## src/rtl/mpd_pkg.sv

```systemverilog
package mpd_pkg;
  localparam int unsigned CNT_W_DEF       = 12;
  localparam int unsigned SYNC_STAGES_DEF = 2;
  // bits 4, 9, 10, 11 -> 16 + 512 + 1024 + 2048 = 3600
  localparam logic [CNT_W_DEF-1:0] TC_MASK_DEF = 12'hE10;

  typedef enum logic [1:0] {
    CNT_IDLE  = 2'b00,
    CNT_STEP  = 2'b01,
    CNT_WRAP  = 2'b10
  } cnt_action_e;
endpackage

```

## src/rtl/mpd_line_sync.sv

```systemverilog
module mpd_line_sync #(
  parameter int unsigned STAGES = 2
) (
  input  logic clk_i,
  input  logic rst_i,
  input  logic async_i,
  output logic sync_o
);
  logic [STAGES-1:0] chain_q;

  generate
    for (genvar g = 0; g < STAGES; g++) begin : g_stage
      if (g == 0) begin : g_first
        always_ff @(posedge clk_i) begin
          if (rst_i) chain_q[0] <= 1'b0;
          else       chain_q[0] <= async_i;
        end
      end else begin : g_rest
        always_ff @(posedge clk_i) begin
          if (rst_i) chain_q[g] <= 1'b0;
          else       chain_q[g] <= chain_q[g-1];
        end
      end
    end
  endgenerate

  assign sync_o = chain_q[STAGES-1];
endmodule

```

## src/rtl/mpd_fall_detect.sv

```systemverilog
module mpd_fall_detect (
  input  logic clk_i,
  input  logic rst_i,
  input  logic level_i,
  output logic fall_o
);
  logic hist_q;
  logic stb_q;

  always_ff @(posedge clk_i) begin
    if (rst_i) begin
      hist_q <= 1'b0;
      stb_q  <= 1'b0;
    end else begin
      hist_q <= level_i;
      stb_q  <= hist_q & ~level_i;
    end
  end

  assign fall_o = stb_q;
endmodule

```

## src/rtl/mpd_tc_counter.sv

```systemverilog
module mpd_tc_counter
  import mpd_pkg::*;
#(
  parameter int unsigned CNT_W = CNT_W_DEF,
  parameter logic [CNT_W-1:0] TC_MASK = TC_MASK_DEF
) (
  input  logic             clk_i,
  input  logic             rst_i,
  input  logic             adv_i,
  output logic [CNT_W-1:0] count_o,
  output logic             tc_o
);
  logic [CNT_W-1:0] count_q;
  logic [CNT_W-1:0] next_val;
  logic             hit;
  logic             tc_q;
  cnt_action_e      action;

  assign next_val = count_q + 1'b1;
  // decode only the selected bits of the settled next value
  assign hit      = ((next_val & TC_MASK) == TC_MASK);

  always_comb begin
    action = CNT_IDLE;
    if (adv_i) action = hit ? CNT_WRAP : CNT_STEP;
  end

  always_ff @(posedge clk_i) begin
    if (rst_i) begin
      count_q <= '0;
      tc_q    <= 1'b0;
    end else begin
      tc_q <= 1'b0;
      unique case (action)
        CNT_STEP: count_q <= next_val;
        CNT_WRAP: begin
          count_q <= '0;
          tc_q    <= 1'b1;
        end
        default:  count_q <= count_q;
      endcase
    end
  end

  assign count_o = count_q;
  assign tc_o    = tc_q;
endmodule

```

## src/rtl/mains_minute_pulse.sv

```systemverilog
module mains_minute_pulse
  import mpd_pkg::*;
#(
  parameter int unsigned CNT_W       = CNT_W_DEF,
  parameter int unsigned SYNC_STAGES = SYNC_STAGES_DEF,
  parameter logic [CNT_W-1:0] TC_MASK = TC_MASK_DEF
) (
  input  logic clk_i,
  input  logic rst_i,
  input  logic line_i,
  output logic pulse_o
);
  logic             line_sync;
  logic             fall_stb;
  logic [CNT_W-1:0] count;

  mpd_line_sync #(.STAGES(SYNC_STAGES)) u_sync (
    .clk_i   (clk_i),
    .rst_i   (rst_i),
    .async_i (line_i),
    .sync_o  (line_sync)
  );

  mpd_fall_detect u_fall (
    .clk_i   (clk_i),
    .rst_i   (rst_i),
    .level_i (line_sync),
    .fall_o  (fall_stb)
  );

  mpd_tc_counter #(.CNT_W(CNT_W), .TC_MASK(TC_MASK)) u_cnt (
    .clk_i   (clk_i),
    .rst_i   (rst_i),
    .adv_i   (fall_stb),
    .count_o (count),
    .tc_o    (pulse_o)
  );
endmodule

```

## config.mk

```make
export PLATFORM = sky130hd
export DESIGN_NAME = mains_minute_pulse
export DESIGN_NICKNAME = d
export VERILOG_FILES = /design/src/rtl/mpd_pkg.sv /design/src/rtl/mpd_line_sync.sv /design/src/rtl/mpd_fall_detect.sv /design/src/rtl/mpd_tc_counter.sv /design/src/rtl/mains_minute_pulse.sv
export SDC_FILE = /design/constraint.sdc
export NUM_CORES = 1
export LEC_CHECK = 0
export CORE_MARGIN = 5
export CORE_UTILIZATION = 55
export CTS_BUF_LIST = sky130_fd_sc_hd__clkbuf_8
export DETAILED_ROUTE_END_ITERATION = 10
export HOLD_SLACK_MARGIN = 0.08
export PLACE_DENSITY = 0.74
export SLEW_MARGIN = 20
export SYNTH_ARGS = -nofsm -noshare
export SYNTH_HDL_FRONTEND = slang
export SYNTH_SLANG_ARGS = --single-unit
```

## constraint.sdc

```tcl
create_clock -name clk_i -period 2.2 [get_ports clk_i]
set_input_delay 0.44 -clock clk_i [delete_from_list [all_inputs] [get_ports clk_i]]
set_output_delay 0.44 -clock clk_i [all_outputs]
set_load 0.1 [all_outputs]
```

* After elaboration in Yosys (flattened, before gate mapping)
Index checks and enable logic that the tools add are counted.
** Cells by class
- Shifts and indexed selects :: 0
- Div/mod/pow operators :: 0
- Reductions and logical operators :: 1
- Multipliers :: 0
- Add/sub/neg operators :: 1
- Equal/unequal tests :: 3
- Bitwise logic cells :: 2
- $lt $le $gt $ge :: 0
- Mux-type cells :: 4
** Operators by type and width (number)
- one-hot mux 12 bit (2 select lines) :: 1
- adder 12 x 1 -> 12 bit (second input constant) :: 1
- equality test 4 bit (second input constant) :: 1
- two-way mux 2 bit :: 2
- equality test 2 x 1 -> 1 bit (second input constant) :: 1
- equality test 2 bit (second input constant) :: 1
- nonzero test 2 bit :: 1
- bitwise AND 1 bit :: 1
- two-way mux 1 bit :: 1
- NOT 1 bit :: 1
** Word-level totals
- Bits in writable memories :: 0
- Word-level logic and storage cells :: 17
- Memory bits (read-only) :: 0
- Register bits after elaboration :: 17
- Memories kept :: 0
- Bits in latches :: 0

* Logic depth before layout (Yosys ltp)
- Depth after elaboration :: 6
- Depth in mapped cells :: 8
- Gate-level depth less buffers :: 7

* Modules after synthesis
A second synthesis with hierarchy kept.
** Second synthesis, totals
- Cells, all modules :: 84
- Area total of the unflattened synthesis :: 742.0 µm²
** By module, submodules not included
- mpd_tc_counter :: seq. area each 260.2 µm², cells an instance 76, area an instance 630.6 µm², instances 1
- mpd_fall_detect :: seq. area each 40.0 µm², cells an instance 4, area an instance 58.8 µm², instances 1
- mpd_line_sync :: seq. area each 40.0 µm², cells an instance 4, area an instance 52.6 µm², instances 1

* Worst setup path before layout
Ideal clock, no wire load.
- Path kind :: reg2reg
- Start :: register u_cnt.count_q[0] (netlist: u_cnt.count_o[0])
- End :: register u_cnt.count_q[10] (netlist: u_cnt.count_o[10])
- Stages on the path, launching flop included :: 9
- Buffers on the path :: 1
- Arrival time :: 1659 ps
- Data required time :: 2109 ps
- Library setup time :: 91 ps
- Path slack :: 450 ps
- Cell sequence :: dfxtp_1 -> ha_1 -> and2_0 -> buf_2 -> nand2_1 -> and2_2 -> o2111ai_2 -> nand2_2 -> a311oi_1
** On the way
- Longest elaborated chain between the ends :: 6
** Ends and longest elaborated chain
- from (decl) :: RTL line mpd_tc_counter.sv:13 : logic [CNT_W-1:0] count_q;
- from (signal assigned) :: RTL line mpd_tc_counter.sv:35 : CNT_STEP: count_q <= next_val;
- from (signal assigned) :: RTL line mpd_tc_counter.sv:40 : default: count_q <= count_q;
- adder 12 x 1 -> 12 bit * :: RTL line mpd_tc_counter.sv:19 : assign next_val = count_q + 1'b1;
- equality test 4 bit :: RTL line mpd_tc_counter.sv:21 : assign hit = ((next_val & TC_MASK) == TC_MASK);
- two-way mux 2 bit (2 in a row) :: RTL line mpd_tc_counter.sv:25 : if (adv_i) action = hit ? CNT_WRAP : CNT_STEP;
- equality test 2 bit / equality test 2 x 1 -> 1 bit (equally long branches) :: RTL line mpd_tc_counter.sv:34 : unique case (action)
- one-hot mux 12 bit (2 select lines) / nonzero test 2 bit (equally long branches)
Mark *: on every way between the ends. The rest lies on a longest branch, timed or not.
A chain may end at the register's enable or synchronous reset.

* Worst setup path in the final report
- Start :: register u_cnt.count_q[4] (netlist: u_cnt.count_o[4])
- End :: register u_cnt.count_q[8] (netlist: u_cnt.count_o[8])
Same word-level chain as after synthesis.

==> flow_summary_export.csv <==
group,metric,value,unit
cts,clk_latency,0.25,ns
sta,worst_pin_slew,0.554,ns
yosys,yosys_warnings,0,
pwr,power_frac_clock,0.396,
placed_design,io_buffers,3,
cts,numCtsBuffers,3,
grt,grt_max_degree,18,
cts,cts.sinks,17,
cts,clk_pin_slew_worst_paths,0.06,ns
setup_path,worst-setup-path-type,"reg -> reg",
sta,finalCritPeriodShare,0.908,
placed_design,hpwl,1.09,mm
pwr,p_per_area,621,nW/um2
yosys,synth.net_count,97,
grt,grt_pass1_wl,2.73,mm
sta,whs,0.409,ns
layout,postLayoutCellArea,907,um2
setup_path,worstPathRequired,2.34,ns
die,die_h,48.3,um
setup_path,r2r-start,"u_cnt.count_o[4]",
min_path,hp-class,"reg -> reg",
drt,drt_wl_total,1.46,mm
pwr,p_sw,0.115,mW
drt,routedWlPerCell,12.9,um
pwr,vdd_drop_max,0.472,mV
setup_path,cp_slowest_cell,"dfxtp_1",
sta,fin_setup_tns,0,ns
cts,htree_levels,1,
layout,final_layout_size_suffix_gt1_frac,0.133,
layout,antenna-diode-count,0,
setup_path,end_kind,"flip-flop",
setup_path,worst_r2r_endpoint,"u_cnt.count_o[8]",
setup_path,crit_fanout,8,
yosys,yosys.cell_types.count,34,
die,die_x,48.3,um
setup_path,startpoint_type,"flip-flop",
yosys,synth_cells,93,
min_path,min_path_cells,1,
yosys,ys_ff_latch,17,
sta,maxSlewViolCount,0,
drt,detail-route-antenna-nets,0,
pwr,finalPower,0.563,mW
die,io_pins,4,
die,core,1350,um2
sta,finalHoldViolations,0,
die,floorplan.initialDensity,0.598,
sta,finClkSkew,0.00283,ns
drt,viasPerCell,5.77,
cts,clk_path_buf_depth,2,
grt,grt.busiest_layer,"met2",
grt,gr-usage-all-layers,0.145,
cts,cts-root-buf,"clkbuf_8",
min_path,whs_endpoint,"u_fall.fall_o",
yosys,synthesis.area,807,um2
cts,cts_setup_buffers,0,
sta,period_needed,2.00,ns
setup_path,crit_chain,"nand4_2 -> nor3_1 -> xor2_1 -> o2111ai_4 -> nand2b_1 -> nor2_1",
sta,timing.fmax,0.501,GHz
yosys,synth_top_cell_area_share,0.422,
placed_design,dp_cells,109,
setup_path,r2r.worst_path.cells,6,
yosys,yosysSeqAreaShare,0.422,
flow_run,drv_cap,0,
drt,dr.pass1.iters,4,
setup_path,cp_top_family,"simple AND/OR/NAND/NOR gates",
layout,num-nets-final,103,
die,row_count,13,
drt,drc_errors,0,
die,die_area,2330,um2
min_path,min_from,"u_sync.sync_o",
placed_design,placed_area,851,um2
grt,use_met2,0.202,
pwr,power_frac_comb,0.039,
yosys,synthTopCellsByArea,"dfxtp_1 42%, xor2_1 5.4%, nor2_1 5.1%",
placed_design,place_congestion,0.779,
grt,overflow,0,
sta,rsz0062_at_grt,"false",
pwr,power.internal,0.448,mW
grt,use_met3,0.0275,
layout,syn2layout_area_growth,12.4,%
setup_path,cpPeakStageDelay,0.44,ns
grt,grt_pass1_vias,647,
pwr,leakage,0.344,nW
setup_path,r2r_slack,0.20,ns
outcome,status,"completed",
setup_path,arrival,2.13,ns
pwr,sw_frac_of_total,0.204,
drt,vias,652,
pwr,p_seq_frac,0.565,
yosys,synth.largest_area_cell,"dfxtp_1",
yosys,syn_avg_cell_area,8.68,um2
drt,drt-initial-drc-count,10,
layout,fin_cells,113,
sta,setup_viol,0,
grt,grtUsageMet1,0.189,
cts,cts_tree,"done",
grt,antenna_found_initial,0,
sta,maxSlewHeadroom,0.630,
setup_path,critical_path_buf_inv_count,0,
-- synthesized netlist by cell type --
cell type	number
o21ai_0	3
nand2_2	1
nand2_1	9
nor2b_1	4
and2_2	1
a211o_1	1
clkbuf_1	2
nand4_1	2
or3_1	1
nor2_1	11
nand3_1	6
or2b_1	1
a32o_1	2
nand2b_1	3
a311oi_1	1
nand4_2	1
o2111ai_2	1
and2_0	1
and3_1	1
or3b_2	1
or4b_2	1
xor2_1	5
buf_2	2
inv_1	1
and4bb_2	1
nand4b_1	1
nor3_1	1
ha_1	1
a31oi_1	1
nor3b_1	2
xnor2_1	1
nand3b_1	1
dfxtp_1	17
a21oi_1	5
-- timing repair --
item | CTS | global route
endpoints found under the setup margin | 0 | 10
resized for setup | 0 | 2
hold buffers | 0 | 0
-- registers in the layout (all words and copies together) (netlist names) --
signal / count
u_cnt.count_o: 12
u_sync.sync_o: 1
u_cnt.tc_o: 1
u_fall.fall_o: 1
u_fall.hist_q: 1
u_sync.chain_q: 1
-- layout by cell type, fill, tap and decap left out, types with 2 or more instances in the layout --
master,netlist,final
clkdlybuf4s50_1,0,2
a32o_1,2,2
inv_1,1,2
dfxtp_1,17,17
nand2b_1,3,3
nor2_1,11,11
xor2_1,5,5
o21ai_0,3,3
buf_4,0,3
nand3_1,6,6
a21oi_1,5,5
clkbuf_8,0,3
nand2_1,9,9
nand4_1,2,2
nor2b_1,4,4
nor3b_1,2,2
-- per-stage QoR --
stage	util	setup WS (ns)
floorplan	-	0.450
global placement	0.630	0.239
detailed placement	0.630	0.153
CTS	0.664	0.140
global route	0.672	0.0333
finish	0.672	0.203
-- power groups by stage --
stage                     sequential, mW  clock [mW]  combinational [mW]
after floorplan                    0.322           0              0.0132
after global placement             0.324           0              0.0203
after detailed placement           0.325           0              0.0210
after CTS                          0.318       0.234              0.0211
after global routing               0.319       0.255              0.0247
final                              0.318       0.223              0.0217
-- layer usage --
layer | wire [um] | share of wire | up-vias
li1 | - | - | 339
met3 | 40 | 0.027 | 9
met4 | 69 | 0.047 | 0
met1 | 714 | 0.49 | 292
met2 | 638 | 0.44 | 12
met5 | 0 | 0 | -
-- kinds of logic after synthesis --
kind of cell	Yosys count	synth area share
AO/OA/AOI/OAI	14	0.122
XOR/XNOR	6	0.0651
adder cells (fa/ha/maj)	1	0.0155
buffers and inverters	5	0.0264
flip-flops	17	0.422
AND/OR/NAND/NOR	50	0.349
-- layout make-up --
type	count	area, um2
Multi-Input combinational cell	71	457
Inverter	1	3.75
Timing Repair Buffer	5	42.5
Clock buffer	3	41.3
Fill cell	117	443
Sequential cell	17	340
Clock inverter	1	3.75
Tap cell	15	18.8
-- worst max-delay path by stage --
stage	start	endpoint	slack, ns	depth (start not counted)
floorplan	u_cnt.count_o[0]	u_cnt.count_o[10]	0.45	8
global placement	u_cnt.count_o[0]	u_cnt.count_o[8]	0.24	7
detailed placement	u_cnt.count_o[0]	u_cnt.count_o[8]	0.15	7
CTS	u_cnt.count_o[0]	u_cnt.count_o[8]	0.14	7
global route	u_cnt.count_o[4]	u_cnt.count_o[8]	0.03	6
finish	u_cnt.count_o[4]	u_cnt.count_o[8]	0.20	6
No activity file was read; power rests on OpenSTA's default activity.
